**src/rtl/regswap_pkg.sv**
```systemverilog
package regswap_pkg;

   // Register indices. The load path and the bus rely on this order.
   localparam int SEL_X = 0;
   localparam int SEL_Y = 1;
   localparam int SEL_T = 2;
   localparam int NREG  = 3;
   localparam int NLOAD = 2;

   // Two-bit state; idle is all zeros.
   typedef enum logic [1:0] {
      ST_IDLE   = 2'b00,
      ST_MOVE_X = 2'b01,
      ST_PUT_T  = 2'b10
   } swap_state_e;

   typedef struct packed {
      logic [NREG-1:0] oe;
      logic [NREG-1:0] ie;
      logic            done;
   } swap_ctl_t;

endpackage

```
**src/rtl/regswap_fsm.sv**
```systemverilog
module regswap_fsm
   import regswap_pkg::*;
(
   input  logic        clk,
   input  logic        rst_n,
   input  logic        start,
   output swap_state_e state_q,
   output swap_ctl_t   ctl,
   output logic        ld_ok
);

   swap_state_e state_d;

   always_ff @(posedge clk or negedge rst_n) begin
      if (!rst_n) state_q <= ST_IDLE;
      else        state_q <= state_d;
   end

   // Mealy decode: the first transfer depends on start directly.
   always_comb begin
      ctl     = '0;
      state_d = state_q;
      unique case (state_q)
         ST_IDLE: begin
            if (start) begin
               ctl.oe[SEL_Y] = 1'b1;
               ctl.ie[SEL_T] = 1'b1;
               state_d       = ST_MOVE_X;
            end
         end
         ST_MOVE_X: begin
            ctl.oe[SEL_X] = 1'b1;
            ctl.ie[SEL_Y] = 1'b1;
            state_d       = ST_PUT_T;
         end
         ST_PUT_T: begin
            ctl.oe[SEL_T] = 1'b1;
            ctl.ie[SEL_X] = 1'b1;
            ctl.done      = 1'b1;
            state_d       = ST_IDLE;
         end
         default: state_d = ST_IDLE;
      endcase
   end

   // Loads accepted only when idle and no exchange is starting.
   assign ld_ok = (state_q == ST_IDLE) && !start;

endmodule

```
**src/rtl/regswap_bus.sv**
```systemverilog
module regswap_bus #(
   parameter int W         = 8,
   parameter int N         = 3,
   parameter int BUS_STYLE = 0   // 0: and-or mux, 1: priority chain
) (
   input  logic [N-1:0][W-1:0] regs,
   input  logic [N-1:0]        oe,
   output logic [W-1:0]        bus
);

   generate
      if (BUS_STYLE == 0) begin : g_andor
         always_comb begin
            bus = '0;
            for (int i = 0; i < N; i++) begin
               bus = bus | (regs[i] & {W{oe[i]}});
            end
         end
      end else begin : g_prio
         always_comb begin
            bus = '0;
            for (int i = N - 1; i >= 0; i--) begin
               if (oe[i]) bus = regs[i];
            end
         end
      end
   endgenerate

endmodule

```
**src/rtl/regswap_regfile.sv**
```systemverilog
module regswap_regfile #(
   parameter int W     = 8,
   parameter int N     = 3,
   parameter int NLOAD = 2
) (
   input  logic                    clk,
   input  logic                    rst_n,
   input  logic [W-1:0]            bus,
   input  logic [N-1:0]            ie,
   input  logic                    ld_ok,
   input  logic [NLOAD-1:0]        ld_we,
   input  logic [NLOAD-1:0][W-1:0] ld_val,
   output logic [N-1:0][W-1:0]     regs
);

   generate
      for (genvar i = 0; i < N; i++) begin : g_reg
         if (i < NLOAD) begin : g_loadable
            always_ff @(posedge clk or negedge rst_n) begin
               if (!rst_n)                   regs[i] <= '0;
               else if (ie[i])               regs[i] <= bus;
               else if (ld_ok && ld_we[i])   regs[i] <= ld_val[i];
            end
         end else begin : g_plain
            always_ff @(posedge clk or negedge rst_n) begin
               if (!rst_n)     regs[i] <= '0;
               else if (ie[i]) regs[i] <= bus;
            end
         end
      end
   endgenerate

endmodule

```
**src/rtl/regswap_unit.sv**
```systemverilog
module regswap_unit
   import regswap_pkg::*;
#(
   parameter int DATA_W    = 8,
   parameter int BUS_STYLE = 0
) (
   input  logic              clk,
   input  logic              rst_n,
   input  logic              start,
   input  logic              ld_x_we,
   input  logic [DATA_W-1:0] ld_x_val,
   input  logic              ld_y_we,
   input  logic [DATA_W-1:0] ld_y_val,
   output logic [DATA_W-1:0] val_x,
   output logic [DATA_W-1:0] val_y,
   output logic [DATA_W-1:0] val_t,
   output logic [DATA_W-1:0] xfer_bus,
   output logic              done
);

   generate
      if (DATA_W < 1) begin : g_bad_width
         $error("regswap_unit: DATA_W must be at least 1");
      end
      if (BUS_STYLE != 0 && BUS_STYLE != 1) begin : g_bad_style
         $error("regswap_unit: BUS_STYLE must be 0 or 1");
      end
   endgenerate

   swap_state_e                  cur_state;
   swap_ctl_t                    ctl;
   logic                         ld_ok;
   logic [NREG-1:0]              oe_vec;
   logic [NREG-1:0]              ie_vec;
   logic [NREG-1:0][DATA_W-1:0]  regs;
   logic [NLOAD-1:0]             ld_we;
   logic [NLOAD-1:0][DATA_W-1:0] ld_val;

   regswap_fsm u_fsm (
      .clk     (clk),
      .rst_n   (rst_n),
      .start   (start),
      .state_q (cur_state),
      .ctl     (ctl),
      .ld_ok   (ld_ok)
   );

   assign oe_vec = ctl.oe;
   assign ie_vec = ctl.ie;
   assign done   = ctl.done;

   assign ld_we[SEL_X]  = ld_x_we;
   assign ld_we[SEL_Y]  = ld_y_we;
   assign ld_val[SEL_X] = ld_x_val;
   assign ld_val[SEL_Y] = ld_y_val;

   regswap_bus #(
      .W         (DATA_W),
      .N         (NREG),
      .BUS_STYLE (BUS_STYLE)
   ) u_bus (
      .regs (regs),
      .oe   (oe_vec),
      .bus  (xfer_bus)
   );

   regswap_regfile #(
      .W     (DATA_W),
      .N     (NREG),
      .NLOAD (NLOAD)
   ) u_regs (
      .clk    (clk),
      .rst_n  (rst_n),
      .bus    (xfer_bus),
      .ie     (ie_vec),
      .ld_ok  (ld_ok),
      .ld_we  (ld_we),
      .ld_val (ld_val),
      .regs   (regs)
   );

   assign val_x = regs[SEL_X];
   assign val_y = regs[SEL_Y];
   assign val_t = regs[SEL_T];

endmodule

```
**config.mk**
```make
export PLATFORM = sky130hd
export DESIGN_NAME = regswap_unit
export DESIGN_NICKNAME = d
export VERILOG_FILES = /design/src/rtl/regswap_pkg.sv /design/src/rtl/regswap_fsm.sv /design/src/rtl/regswap_bus.sv /design/src/rtl/regswap_regfile.sv /design/src/rtl/regswap_unit.sv
export SDC_FILE = /design/constraint.sdc
export NUM_CORES = 1
export LEC_CHECK = 0
export ABC_AREA = 1
export BUFFER_PORTS_ARGS = -buffer_cell sky130_fd_sc_hd__buf_4
export CAP_MARGIN = 15
export CORE_ASPECT_RATIO = 1.5
export CORE_UTILIZATION = 44
export DETAILED_ROUTE_END_ITERATION = 7
export GPL_TIMING_DRIVEN = 0
export MAX_ROUTING_LAYER = met4
export PLACE_DENSITY_LB_ADDON = 0.1
export SYNTH_ARGS = -nofsm -noshare
export SYNTH_HDL_FRONTEND = slang
export SYNTH_HIERARCHICAL = 1
export SYNTH_SLANG_ARGS = --single-unit
```
**constraint.sdc**
```tcl
create_clock -name clk -period 1.35 [get_ports clk]
set_input_delay 0 -clock clk [delete_from_list [all_inputs] [get_ports clk]]
set_output_delay 0 -clock clk [all_outputs]
set_load 0.02 [all_outputs]
```
; ---- Word-level counts from Yosys, hierarchy flattened
; Cells that the tools add are included.
[classes]
n_eq_ne = 3
n_mux = 11
n_bitwise = 5
reduce_logical = 7
[op_table]
columns = op, count
row1 = two-way mux 8 bit, 4
row2 = bitwise AND 8 bit, 3
row3 = OR 8 bit, 2
row4 = two-way mux 1 bit, 4
row5 = two-way mux 2 bit, 2
row6 = one-hot mux 2 bit (2 select lines), 1
row7 = nonzero test 2 bit, 2
row8 = logical AND 1 bit, 3
row9 = "equality test 2 x 1 -> 1 bit, second input constant", 1
row10 = "equality test 2 bit, second input constant", 1
row11 = logical NOT 2 bit, 1
row12 = "!= test 2 bit, second input constant", 1
row13 = logical NOT 1 bit, 1
[word_totals]
regBits = 26
inputBits = 21
out_inout_bits = 33

; ---- Longest topological paths before layout
[depth]
word_depth = 6
depth_mapped = 11

; ---- Hierarchy
; The synthesis kept the hierarchy.
[modules_own_cells]
columns = module, instances, cells_per_inst, area_per_inst_um2, seq_area_each_um2
row1 = regswap_regfile, 1, 155, 1196.1, 600.6
row2 = regswap_bus, 1, 35, 145.1, 0.0
row3 = regswap_fsm, 1, 17, 127.6, 50.0

; ---- Worst setup path after synthesis
; No wires, ideal clock.
[synth_path]
kind = reg-to-reg
from = register u_fsm.state_q[1]
to = register u_regs/regs[5] (netlist bit)
setup_ns = 0.065
arrival_time_ns = 1.589
slack_ns = -0.304
path_stages_with_launch = 11
path_buffers = 2
cell_sequence = dfrtp_1 > inv_2 > nor2_1 > buf_4 > clkbuf_2 > nand2_1 > nand3_1 > nand2_1 > nand2_1 > nand2_1 > nand2_1
[synth_lines]
columns = item, line
row1 = start: declaration, regswap_fsm.sv:7  ; output swap_state_e state_q,
row2 = start signal: assignment, regswap_fsm.sv:16  ; else state_q <= state_d;
row3 = end signal: indexed assignment, regswap_regfile.sv:21  ; else if (ie[i]) regs[i] <= bus;
row4 = end signal: indexed assignment, regswap_regfile.sv:22  ; else if (ld_ok && ld_we[i]) regs[i] <= ld_val[i];
row5 = end: declaration, regswap_regfile.sv:13  ; output logic [N-1:0][W-1:0] regs

==> impl_metrics.ini <==
[outcome]
status = finished, violations left
violations = setup timing

[finish]
final_cells = 313
drive_gt1_share_pct = 44.0
diodes = 0
final_area_mm2 = 0.00237
syn2layout_area_growth_pct = 61.2
fillers = 253
fin_nets = 295

[detailed_routing]
dr.first_iter.drc_count = 54
vias = 1546
via_per_inst = 4.94
ant_nets = 0
drc = 0
drt-total-wl_mm = 3.98
first_pass_iters = 4
wire_per_inst_um = 12.7

[cts]
cts_tree = yes
clock_latency_ns = 0.27
root_buffer = clkbuf_8
clk_pin_slew_worst_paths_ns = 0.09
htreeDepth = 1
cts_buffer_depth = 2
numCtsBuffers = 3
cts.sinks = 26

[logic_synthesis]
synth-edff-count = 0
ys_seq_elements = 26
synth_ff_type = dfrtp_1
syn_area_mm2 = 0.00147
synth_area_per_cell_um2 = 7.10
yosysTopAreaCellShare_pct = 44.3
ys_seq_area_share_pct = 44.3
yosys_warnings = 6
synth_cells = 207
yosys.area_share.adder_pct = 0
synthArstFlopShare_pct = 100
synth_area_leaders = dfrtp_1 44%, nand2_1 28%, nand3_1 8.2%, nand2_2 3.8%, o21ai_0 2.7%
ys_top_cells_by_count = 108 x nand2_1, 26 x dfrtp_1, 24 x nand3_1
synth_compound_area_share_pct = 2.73
synth_cell_types = 14
syn_nets = 228
synth.most_common_cell = nand2_1
synth_mux_area_share_pct = 0
yosysTopAreaCell = dfrtp_1
synthXorXnorAreaFrac_pct = 0
synth-simple-area-share_pct = 41.1
synth_top_family_by_area = simple AND/OR/NAND/NOR gates

[worst_setup_path]
r2r_end = u_regs/regs[2]
critical_path.max_fanout = 8
reg2reg_slack_ns = -0.07
crit-reg2reg-launch = u_fsm/state_q[1]
crit_path_start_kind = flip-flop
max_stage_delay_ns = 0.42
cp_common_cell = nand2_4
crit_chain = inv_2 > nand2_4 > nor2_4 > buf_12 > nand2_4 > nand3_4 > buf_6
cp.required_ns = 1.35
arrival_ns = 1.45
ff2ff_path_depth = 11
cp_top_family = flip-flops
cpMaxStageDelayCell = dfrtp_1
crit_start = u_fsm/state_q[1]
worstSetupPathType = flip-flop to primary output
cp_num_buf_inv = 3
endpoint_kind = primary output

[die]
core_area_mm2 = 0.00316
dieArea_mm2 = 0.00358
die_w_um = 49.2
die_h_um = 72.8
row_count = 25
io_pins = 54
initial_core_util_pct = 46.5

[pwr]
p_leak_nw = 1.34
powerDensity_mw_per_mm2 = 1660
ir_worst_vdd_v = 0.00127

[min_path]
hold_class = primary input to flip-flop
holdPathStages = 5
hold_path_startpoint = ld_y_val[3]
hold_end = u_regs/regs[11]

[sta]
skew_ns = 0.00178
fin_tns_setup_ns = -1.23
fmax_mhz = 689
maxSlewViolCount = 0
finalCritPeriodShare_pct = 108
hold_viol_final = 0
setup_ws_ns = -0.102
whs_ns = 0.000680
rsz0062_at_grt = yes
worst_slew_pin_slew_ns = 0.343
setup_viol = 17
period_minus_slack_ns = 1.45
max_slew_margin_pct = 77.1

[placement]
dp_hpwl_mm = 2.80
io_buffer_count = 53
preCtsSetupSlack_ns = -0.141
place_inst = 300
gp_congestion = 0.741
dpl-instance-area_mm2 = 0.00207

[global_route]
grt_max_degree = 27
antenna_found_initial = 0
grt_usage_pct = 23.6
grt_pass1_vias = 1376
overflow = 0
grt_first_pass_wirelength_mm = 6.44

[flow_run]
max_cap_violations = 0
-- metrics by stage --
| stage | total power [mW] | util (%) |
|---|---|---|
| floorplan | 2.36 | - |
| global placement | 3.06 | 65.5 |
| detailed placement | 3.09 | 65.5 |
| CTS | 3.82 | 71.8 |
| global route | 4.16 | 75.0 |
| finish | 3.93 | 75.0 |
-- cell usage in the layout, fill, tap and decap left out --
cell / synthesis / routed
dfrtp_1: 26 / 26
nor2_4: 0 / 2
inv_2: 2 / 2
nand2_1: 108 / 92
inv_8: 2 / 2
o21ai_1: 0 / 3
nand3_1: 24 / 16
nor2_2: 0 / 1
nor2_1: 6 / 3
dlygate4sd3_1: 0 / 1
clkbuf_8: 0 / 4
inv_1: 9 / 9
buf_6: 2 / 11
nand2_2: 9 / 13
o21ai_0: 8 / 3
o21ai_2: 0 / 2
nand3_4: 0 / 8
buf_4: 5 / 56
nand2_4: 0 / 12
buf_12: 0 / 2
buf_8: 2 / 4
clkbuf_16: 0 / 1
-- final cells by class --
cell class	instances	area (um^2)	area share (%)
sequential	26	651	27.5
multi-input combinational	155	870	36.7
inverter	13	63.8	2.69
timing repair buffer	66	573	24.2
buffer	9	106	4.49
clock buffer	4	55.1	2.32
tap	40	50.0	2.11
-- what timing repair did --
item,CTS,global route
endpoints found under the hold margin,26,0
setup buffers,8,3
pin swaps,4,7
gates cloned,0,1
hold buffers,1,0
setup endpoints to repair,32,32
resized for setup,20,25
-- worst register-to-register path: cells and delay by family, from the launching register on --
kind	cells	cell delay [ns]
buf+inv	3	0.40
flops	1	0.42
simple gates	8	0.54
-- kinds of logic (layout without fill, tap and decap cells) --
kind of cell           count (synthesis)  in the layout
and+or+nand+nor                      147            147
DFF                                   26             26
AOI/OAI and AO/OA                      8              8
buffers and inverters                 26             92
-- state kept, by name, summed over array words and instances, names as in the netlist --
| name | flops |
|---|---|
| u_regs/regs | 24 |
| u_fsm/state_q | 2 |
-- routing by layer --
metal,share of wire (%),global-route usage [%]
met1,40,28.4
met2,53,41.2
met3,5.8,3.13
met4,0.70,5.88
met5,0,-
-- report_power, final --
group	switching [mW]	leakage, nW	internal (mW)	total [mW]
Sequential	0.267	0.332	1.03	1.30
Combinational	1.15	0.980	0.978	2.12
Clock	0.253	0.0288	0.261	0.514
-- worst max-delay path by stage --
stage,end,cells after the start,slack (ns)
floorplan,u_regs/regs[15],11,-0.02
global placement,u_regs/regs[7],11,-0.1
detailed placement,u_regs/regs[0],11,-0.14
CTS,xfer_bus[1],7,-0.07
global route,xfer_bus[4],6,-0.17
finish,xfer_bus[4],7,-0.10
Power figures use the tool's default switching activity.
